--- src/rtl/mux_port_pkg.sv ---
package mux_port_pkg;

  typedef enum logic [1:0] {
    RD_NONE  = 2'd0,
    RD_LATCH = 2'd1,
    RD_MODE  = 2'd2,
    RD_PINS  = 2'd3
  } rdSrc_e;

  typedef struct packed {
    logic   wrLatch;
    logic   wrMode;
    rdSrc_e rdSrc;
  } strobe_t;

endpackage

--- src/rtl/mux_port_ctrl.sv ---
module mux_port_ctrl
  import mux_port_pkg::*;
#(
  parameter int               ADDR_W     = 8,
  parameter logic [ADDR_W-1:0] ADDR_LATCH = 8'h05,
  parameter logic [ADDR_W-1:0] ADDR_PINS  = 8'h0B,
  parameter logic [ADDR_W-1:0] ADDR_MODE  = 8'h2A
) (
  input  logic [ADDR_W-1:0] busAddr,
  input  logic              busWe,
  input  logic              busRe,
  output strobe_t           strobe
);

  logic hitLatch, hitMode, hitPins;

  always_comb begin
    hitLatch = (busAddr == ADDR_LATCH);
    hitMode  = (busAddr == ADDR_MODE);
    hitPins  = (busAddr == ADDR_PINS);
  end

  always_comb begin
    strobe.wrLatch = busWe & hitLatch;
    strobe.wrMode  = busWe & hitMode;
    if (!busRe)        strobe.rdSrc = RD_NONE;
    else if (hitLatch) strobe.rdSrc = RD_LATCH;
    else if (hitMode)  strobe.rdSrc = RD_MODE;
    else if (hitPins)  strobe.rdSrc = RD_PINS;
    else               strobe.rdSrc = RD_NONE;
  end

endmodule

--- src/rtl/mux_port_dp.sv ---
module mux_port_dp
  import mux_port_pkg::*;
#(
  parameter int WIDTH       = 8,
  parameter int SYNC_STAGES = 2
) (
  input  logic             clk,
  input  logic             rst_n,
  input  strobe_t          strobe,
  input  logic [WIDTH-1:0] busWdata,
  output logic [WIDTH-1:0] busRdata,
  input  logic [WIDTH-1:0] pinIn,
  output logic [WIDTH-1:0] pinOut,
  output logic [WIDTH-1:0] pinOe,
  input  logic [WIDTH-1:0] segData,
  input  logic             stopMode,
  input  logic             globalOe,
  output logic [WIDTH-1:0] latchQ,
  output logic [WIDTH-1:0] modeQ
);

  localparam logic [WIDTH-1:0] LATCH_INIT = '1;
  localparam logic [WIDTH-1:0] MODE_INIT  = '0;

  logic [WIDTH-1:0] syncQ [SYNC_STAGES];
  logic [WIDTH-1:0] pinSampled;
  logic             driveOk;

  always_ff @(posedge clk or negedge rst_n) begin
    if (!rst_n) begin
      latchQ <= LATCH_INIT;
      modeQ  <= MODE_INIT;
    end else begin
      if (strobe.wrLatch) latchQ <= busWdata;
      if (strobe.wrMode)  modeQ  <= busWdata;
    end
  end

  generate
    for (genvar s = 0; s < SYNC_STAGES; s++) begin : g_sync
      always_ff @(posedge clk or negedge rst_n) begin
        if (!rst_n) syncQ[s] <= '0;
        else if (s == 0) syncQ[s] <= pinIn;
        else syncQ[s] <= syncQ[(s == 0) ? 0 : s-1];
      end
    end
  endgenerate

  assign pinSampled = syncQ[SYNC_STAGES-1];
  assign driveOk    = globalOe & ~stopMode;

  generate
    for (genvar b = 0; b < WIDTH; b++) begin : g_bit
      always_comb begin
        if (modeQ[b]) begin
          pinOut[b] = segData[b];
          pinOe[b]  = driveOk;
        end else begin
          pinOut[b] = latchQ[b];
          pinOe[b]  = driveOk & ~latchQ[b];
        end
      end
    end
  endgenerate

  always_comb begin
    unique case (strobe.rdSrc)
      RD_LATCH: busRdata = latchQ;
      RD_MODE:  busRdata = modeQ;
      RD_PINS:  busRdata = pinSampled;
      default:  busRdata = '0;
    endcase
  end

endmodule

--- src/rtl/mux_port.sv ---
module mux_port
  import mux_port_pkg::*;
#(
  parameter int                ADDR_W      = 8,
  parameter int                WIDTH       = 8,
  parameter int                SYNC_STAGES = 2,
  parameter logic [ADDR_W-1:0] ADDR_LATCH  = 8'h05,
  parameter logic [ADDR_W-1:0] ADDR_PINS   = 8'h0B,
  parameter logic [ADDR_W-1:0] ADDR_MODE   = 8'h2A
) (
  input  logic              clk,
  input  logic              rst_n,
  input  logic [ADDR_W-1:0] busAddr,
  input  logic              busWe,
  input  logic [WIDTH-1:0]  busWdata,
  input  logic              busRe,
  output logic [WIDTH-1:0]  busRdata,
  input  logic [WIDTH-1:0]  pinIn,
  output logic [WIDTH-1:0]  pinOut,
  output logic [WIDTH-1:0]  pinOe,
  input  logic [WIDTH-1:0]  segData,
  input  logic              stopMode,
  input  logic              globalOe
);

  strobe_t          strobe;
  logic [WIDTH-1:0] latchQ;
  logic [WIDTH-1:0] modeQ;

  mux_port_ctrl #(
    .ADDR_W(ADDR_W), .ADDR_LATCH(ADDR_LATCH),
    .ADDR_PINS(ADDR_PINS), .ADDR_MODE(ADDR_MODE)
  ) u_ctrl (
    .busAddr(busAddr), .busWe(busWe), .busRe(busRe), .strobe(strobe)
  );

  mux_port_dp #(.WIDTH(WIDTH), .SYNC_STAGES(SYNC_STAGES)) u_dp (
    .clk(clk), .rst_n(rst_n), .strobe(strobe), .busWdata(busWdata),
    .busRdata(busRdata), .pinIn(pinIn), .pinOut(pinOut), .pinOe(pinOe),
    .segData(segData), .stopMode(stopMode), .globalOe(globalOe),
    .latchQ(latchQ), .modeQ(modeQ)
  );

endmodule

--- config.mk ---
export PLATFORM = sky130hd
export DESIGN_NAME = mux_port
export DESIGN_NICKNAME = d
export VERILOG_FILES = /design/src/rtl/mux_port_pkg.sv /design/src/rtl/mux_port_ctrl.sv /design/src/rtl/mux_port_dp.sv /design/src/rtl/mux_port.sv
export SDC_FILE = /design/constraint.sdc
export NUM_CORES = 1
export LEC_CHECK = 0
export BUFFER_PORTS_ARGS = -buffer_cell sky130_fd_sc_hd__buf_2
export CAP_MARGIN = 20
export CORE_ASPECT_RATIO = 2
export CORE_UTILIZATION = 40
export CTS_CLUSTER_SIZE = 8
export DETAILED_ROUTE_END_ITERATION = 16
export PLACE_DENSITY_LB_ADDON = 0.08
export SYNTH_ARGS = -nofsm -noshare
export SYNTH_HDL_FRONTEND = slang
export SYNTH_SLANG_ARGS = --single-unit
--- constraint.sdc ---
create_clock -name clk -period 1.8 [get_ports clk]
set_input_delay 0.36 -clock clk [delete_from_list [all_inputs] [get_ports clk]]
set_output_delay 0.36 -clock clk [all_outputs]
set_load 0.02 [all_outputs]
==> summary.txt, run 1 <==
Timing
  – Final worst slack: between 0.06 and 0.07 ns
  – Final critical-path share of the clock period: between 90% and 100%
  – Slew Limit Fails: 0
  – Unrepaired setup endpoints after global routing: yes
  – Fmax: roughly 570 MHz
  – Final min period: about 1.7 ns
  – Final setup fails: 0
  – Worst Skew: approximately 0.00048 ns
  – Hold Violations, Final: 0
  – Max_slew headroom: between 50% and 60%
  – Worst Tran Pin Value: roughly 0.68 ns

Placed design
  – GPL Wtd Cong: approximately 0.77
  – Hpwl dp: around 2.6 mm
  – DP Worst Slack: 0.00385 ns
  – IO buf count: 61

Logic synthesis
  – Xor and xnor area share after synthesis: 0%
  – Async SR Flop Fraction: 100%
  – Largest area contributor in the netlist: dfrtp_1
  – Post-synthesis sequential area ratio: between 50% and 60%
  – Synthesized cell area: 1570 µm²
  – Syn Inst Count: between 100 and 150
  – Synth Area in Compound Gates: between 10% and 20%
  – Post-synthesis simple-gate area fraction: between 10% and 20%
  – Number of synthesized register bits: 32
  – YS warnings: 0
  – Cell variety after synth: 20
  – EDFF count, synth: 0
  – Mux cell area share after synthesis: 17.2%
  – Syn avg cell area: 12.5 µm²
  – Area contributors post-synth: dfrtp_1 38%, mux2_2 17%, dfstp_2 13%
  – Synth top area share: 38.3%
  – Synth cell count leaders: 24 x dfrtp_1, 24 x mux2_2, 16 x and3b_1
  – Adder-Cell Fraction of Synth Area: 0%
  – Dominant synthesized flop cell: dfrtp_1
  – Largest family of logic cells by synthesized area: simple AND/OR/NAND/NOR gates
  – Synth Net Count: around 160

Clock tree
  – Total CTS buffers: 5
  – Post-CTS Hold Buffers: 0
  – Worst-Skew Late Latency: ~0.27 ns
  – Clk slew on worst S/H paths: approximately 0.06 ns
  – H-tree depth: 2
  – TritonCTS clock tree: yes
  – CTS sink cnt: 32
  – Bufs on Longest Clock Path: 2
  – Clock root cell: clkbuf_8

Routing
  – Routed length per instance: 14.1 µm
  – Routed Antenna Nets: 0
  – Routed via count: 1250
  – Initial DRT Pass Iterations: 2
  – # DRC: 0
  – Post-DR vias/cell: ~5.1
  – 1st-iter DRT viols: 16
  – Post-Route WL: roughly 3.5 mm

Finish
  – Layout cells sized above 1: 60.6%
  – Fillers: 335
  – # diodes: 0
  – Layout Nets: 236
  – Area grow syn2layout: 36.0%

Floorplanning
  – DIE HEIGHT: slightly above 90 µm
  – Core area: between 3000 and 4000 µm²
  – # rows: 31
  – Die area: between 4000 and 5000 µm²
  – Boundary Pins: a little over 60
  – Starting Density: between 40% and 50%
  – Die Width: approximately 46 µm

Critical path
  – CP required: around 1.4 ns
  – Crit Path Max Fanout: 9
  – Setup crit end kind: output port
  – Crit start category: input pin
  – R2R Setup Slk: 1.00 ns
  – Critical path arrival: between 1 and 1.5 ns
  – Worst r2r path cells: 1
  – CP Class: input pin to output port
  – Reg2Reg Launch Point: u_dp.modeQ[0]
  – Reg2reg end: u_dp.modeQ[0]

Global route
  – Remaining global-route overflow: 0
  – First-pass GRT wire length: between 5 and 6 mm
  – Initial antenna violation count: 0
  – Pin count of the biggest net entering global routing: 33
  – Vias in the first global route: 1226
  – Gr usage total: 18.0%

Outcome
  – Status: finished, final reports clean

Power
  – Total power: roughly 1.5 mW
  – PwrDens: 699 nW/µm²
  – Leak: 1.08 nW
  – Worst VDD drop: between 600 and 700 µV

Job
  – Max cap viols: 0

Min path
  – Hold crit path type: input pin to asynchronous set/reset pin
## metal layers
| layer | vias to the layer above | GRT usage [%] | wire length (µm) |
|---|---|---|---|
| met3 | 8 | 5.20 | 144 |
| met1 | 595 | 18.5 | 1300 |
| met4 | 0 | 10.0 | 72 |
| li1 | 604 | - | - |
| met2 | 43 | 30.3 | 1960 |
| met5 | - | 0 | 0 |
## cell families (layout without fill, tap and decap cells)
kind of cell           count (synthesis)  in the layout
AND/OR/NAND/NOR                       32             32
buffers and inverters                 13             86
multiplexers                          24             24
AO/OA/AOI/OAI                         24             24
flip-flops                            32             32
## cell usage in the layout (no fill, tap or decap), drive strengths merged, types with 5 or more instances in the layout
master   n
nand3    9
mux2    24
a21oi    8
dfstp    8
clkbuf   5
inv      8
buf     71
o211ai   8
a21boi   8
and3b   16
dfrtp   24
## through the flow
stage               setup TNS [ns]  hold WS [ns]  std cells  area [µm²]  util [%]
floorplan                        0        0.0644        125        1570         -
detailed placement               0         0.336        237        1980      53.8
finish                           0         0.118        247        2130      57.9
CTS                              0         0.137        244        2060      56.0
global route               -0.0676         0.165        247        2130      57.9
global placement                 0         0.332        237        1980      53.8
## state kept, by name, indices dropped and copies added, names as in the netlist
signal	count
u_dp.modeQ	8
u_dp.pinSampled	8
u_dp.syncQ	8
u_dp.latchQ	8
## power by group
part | total (mW) | internal (mW) | switching [mW]
clock | 0.499 | 0.261 | 0.238
sequential | 0.784 | 0.762 | 0.0222
combinational | 0.207 | 0.0995 | 0.107
total | 1.49 | 1.12 | 0.368
## critical path, stage by stage
cell	delay, ns
buf_2	0.12
nor4_4	0.33
buf_12	0.17
nand3_1	0.08
a21boi_1	0.16
buf_4	0.16
## timing repair
item / CTS / global route
setup endpoints to repair: 0 / 8
buffers inserted: 0 / 2
resized for setup: 0 / 15
## worst max-delay path by stage
stage               depth (start not counted)          end  startpoint
floorplan                                   3  busRdata[0]  busAddr[1]
global placement                            6  busRdata[6]  busAddr[3]
detailed placement                          6  busRdata[7]  busAddr[3]
CTS                                         6  busRdata[7]  busAddr[3]
global route                                6  busRdata[7]  busAddr[5]
finish                                      6  busRdata[2]  busAddr[1]
## area by class of cell
class / count / area [µm²] / share of cell area (%)
Sequential cell: 32 / 811 / 38.0
Multi-Input combinational cell: 80 / 738 / 34.6
Timing Repair Buffer: 71 / 410 / 19.2
Clock inverter: 2 / 12.5 / 0.587
Clock buffer: 5 / 68.8 / 3.23
Inverter: 8 / 30.0 / 1.41
Tap cell: 49 / 61.3 / 2.88
Power figures use the tool's default switching activity.
==> inputs of run 2 (changes only) <==
--- a/config.mk
+++ b/config.mk
@@ -7,8 +7,10 @@
 export LEC_CHECK = 0
 export BUFFER_PORTS_ARGS = -buffer_cell sky130_fd_sc_hd__buf_2
 export CAP_MARGIN = 20
+export CELL_PAD_IN_SITES_DETAIL_PLACEMENT = 1
+export CELL_PAD_IN_SITES_GLOBAL_PLACEMENT = 1
 export CORE_ASPECT_RATIO = 2
-export CORE_UTILIZATION = 40
+export CORE_UTILIZATION = 39
 export CTS_CLUSTER_SIZE = 8
 export DETAILED_ROUTE_END_ITERATION = 16
 export PLACE_DENSITY_LB_ADDON = 0.08
==> run 2 against run 1 <==
Count of clock-buffer cells in the layout unchanged. Final cell count is 0.40% lower. Via count is 2.3% higher. Global-route usage rose by 2.1 points. Utilization down 1.3 points. Combinational power is 2% higher.
==> summary.txt, run 2 (synthesized netlist as in run 1, its figures left out) <==
Routing
  – Post-DR vias/cell: 5.20 (+2.7%)
  – Initial DRT Pass Iterations: 4 (+2)
  – Post-Route WL: 3.97 mm (+14%)
  – # DRC: 0 (unchanged)
  – 1st-iter DRT viols: 12 (-4)
  – Routed length per instance: 16.1 µm (+15%)
  – Routed via count: 1279 (+2.3%)
  – Routed Antenna Nets: 0 (unchanged)

Floorplanning
  – DIE HEIGHT: 91.7 µm (+1.2%)
  – # rows: 32 (+3.2%)
  – Die Width: 46.8 µm (+1.2%)
  – Die area: 4290 µm² (+2.5%)
  – Starting Density: 40.8% (-1.8 points)
  – Core area: 3840 µm² (+4.3%)
  – Boundary Pins: 62 (unchanged)

Clock tree
  – Total CTS buffers: 5 (unchanged)
  – Clock root cell: clkbuf_8
  – Worst-Skew Late Latency: 0.29 ns (+0.02 ns)
  – TritonCTS clock tree: yes
  – H-tree depth: 2 (unchanged)
  – Post-CTS Hold Buffers: 0 (unchanged)
  – Bufs on Longest Clock Path: 2 (unchanged)
  – Clk slew on worst S/H paths: 0.07 ns (about the same)
  – CTS sink cnt: 32 (unchanged)

Finish
  – Layout cells sized above 1: 64.1% (+3.5 points)
  – End-of-flow core utilization: 56.6% (-1.3 points)
  – Count of non-filler cells in the finished layout: 246 (-0.40%)
  – Commonest non-fill, non-tap cell in the layout: buf_2
  – Layout Nets: 232 (-1.7%)
  – Area grow syn2layout: 38.7%
  – Finished Cell Area: 2170 µm² (+2.0%)
  – Commonest non-fill, non-tap cells in the layout: 51 x buf_2, 24 x mux2_2, 24 x dfrtp_1
  – # diodes: 0 (unchanged)

Min path
  – Hold crit path type: input pin to asynchronous set/reset pin

Timing
  – Slew Limit Fails: 0 (unchanged)
  – Worst Skew: 0.00246 ns (+0.00198 ns)
  – Hold Violations, Final: 0 (unchanged)
  – Fmax: 574 MHz (-0.11%)
  – Worst Tran Pin Value: 0.693 ns (+0.0162 ns)
  – Final critical-path share of the clock period: 96.7% (+0.11 points)
  – Fin Hold WS: 0.105 ns (-0.0128 ns)
  – Final worst slack: 0.0587 ns (-0.00199 ns)
  – Final setup fails: 0 (unchanged)
  – Final min period: 1.74 ns (+0.00199 ns)
  – Max_slew headroom: 53.8% (-1.1 points)
  – Setup tns final: 0 ns (unchanged)
  – Unrepaired setup endpoints after global routing: yes

Power
  – Worst VDD drop: 534 µV (-12%)
  – Total power: 1.56 mW (+4.4%)
  – PwrDens: 715 nW/µm² (+2.3%)
  – Leak: 1.07 nW (-1.1%)

Critical path
  – Crit start category: flip-flop
  – Critical path arrival: 1.38 ns (about the same)
  – CP required: 1.44 ns (about the same)
  – Crit Path Max Fanout: 4 (-5)
  – CP Class: flip-flop to output port
  – Setup crit end kind: output port

Placed design
  – GPL Wtd Cong: 0.733 (-5.3%)
  – IO buf count: 61 (unchanged)
  – DP Area: 1950 µm² (-1.6%)
  – Hpwl dp: 3.00 mm (+13%)
  – DP Worst Slack: -0.0624 ns (-0.0662 ns)
  – Dpl cells: 236 (-0.42%)

Outcome
  – Status: finished, final reports clean

Global route
  – Remaining global-route overflow: 0 (unchanged)
  – Gr usage total: 20.1% (+2.1 points)
  – First-pass GRT wire length: 6.04 mm (+13%)
  – Initial antenna violation count: 0 (unchanged)
  – Pin count of the biggest net entering global routing: 33 (unchanged)
  – Vias in the first global route: 1256 (+2.4%)

Job
  – Max cap viols: 0 (unchanged)
## run 2: what timing repair did
action                     in CTS  in global routing
setup endpoints to repair       5                  8
setup buffers                   1                  0
gates resized for setup         6                 27
pin swaps                       2                 10
cloned                          1                  0
## run 2: per-layer routing
layer  global-route usage [%]  up-vias  part of all wire [%]
met5                        0        -                     0
met4                     10.0        0                   2.6
li1                         -      591                     -
met2                     35.2       38                    59
met1                     20.8      640                    34
met3                     4.33       10                   4.3
## run 2: final cells by class
type / count / area [µm²]
Clock buffer: 5 / 68.8
Timing Repair Buffer: 67 / 402
Inverter: 8 / 30.0
Tap cell: 51 / 63.8
Sequential cell: 32 / 811
Clock inverter: 3 / 23.8
Fill cell: 440 / 1670
Multi-Input combinational cell: 80 / 776
## run 2: worst paths after layout
| kind | cells past startpoint | slack [ns] | end | start |
|---|---|---|---|---|
| max | 4 | 0.06 | busRdata[3] | u_dp.modeQ[3] |
| max reg2reg | 1 | 0.99 | u_dp.modeQ[4] | u_dp.modeQ[4] |
| min in group clk | 1 | 0.17 | u_dp.syncQ[10] | pinIn[2] |
| max in group asynchronous | 1 | 1.25 | u_dp.pinSampled[3] | rst_n |
| min | 1 | 0.11 | u_dp.modeQ[4] | rst_n |
| min reg2reg | 0 | 0.35 | u_dp.pinSampled[3] | u_dp.syncQ[11] |
## run 2: worst max-delay path: stages (launching register included)
cell      delay, ns
dfrtp_1        0.42
and3b_1        0.19
o211ai_1       0.25
a21boi_2       0.10
buf_6          0.13
## run 2: power by group
part | internal, mW | switching, mW | total (mW) | leakage [nW]
Combinational | 0.101 | 0.111 | 0.212 | 0.648
Clock | 0.273 | 0.284 | 0.557 | 0.0404
Sequential | 0.762 | 0.0247 | 0.786 | 0.379
Total | 1.14 | 0.419 | 1.56 | 1.07
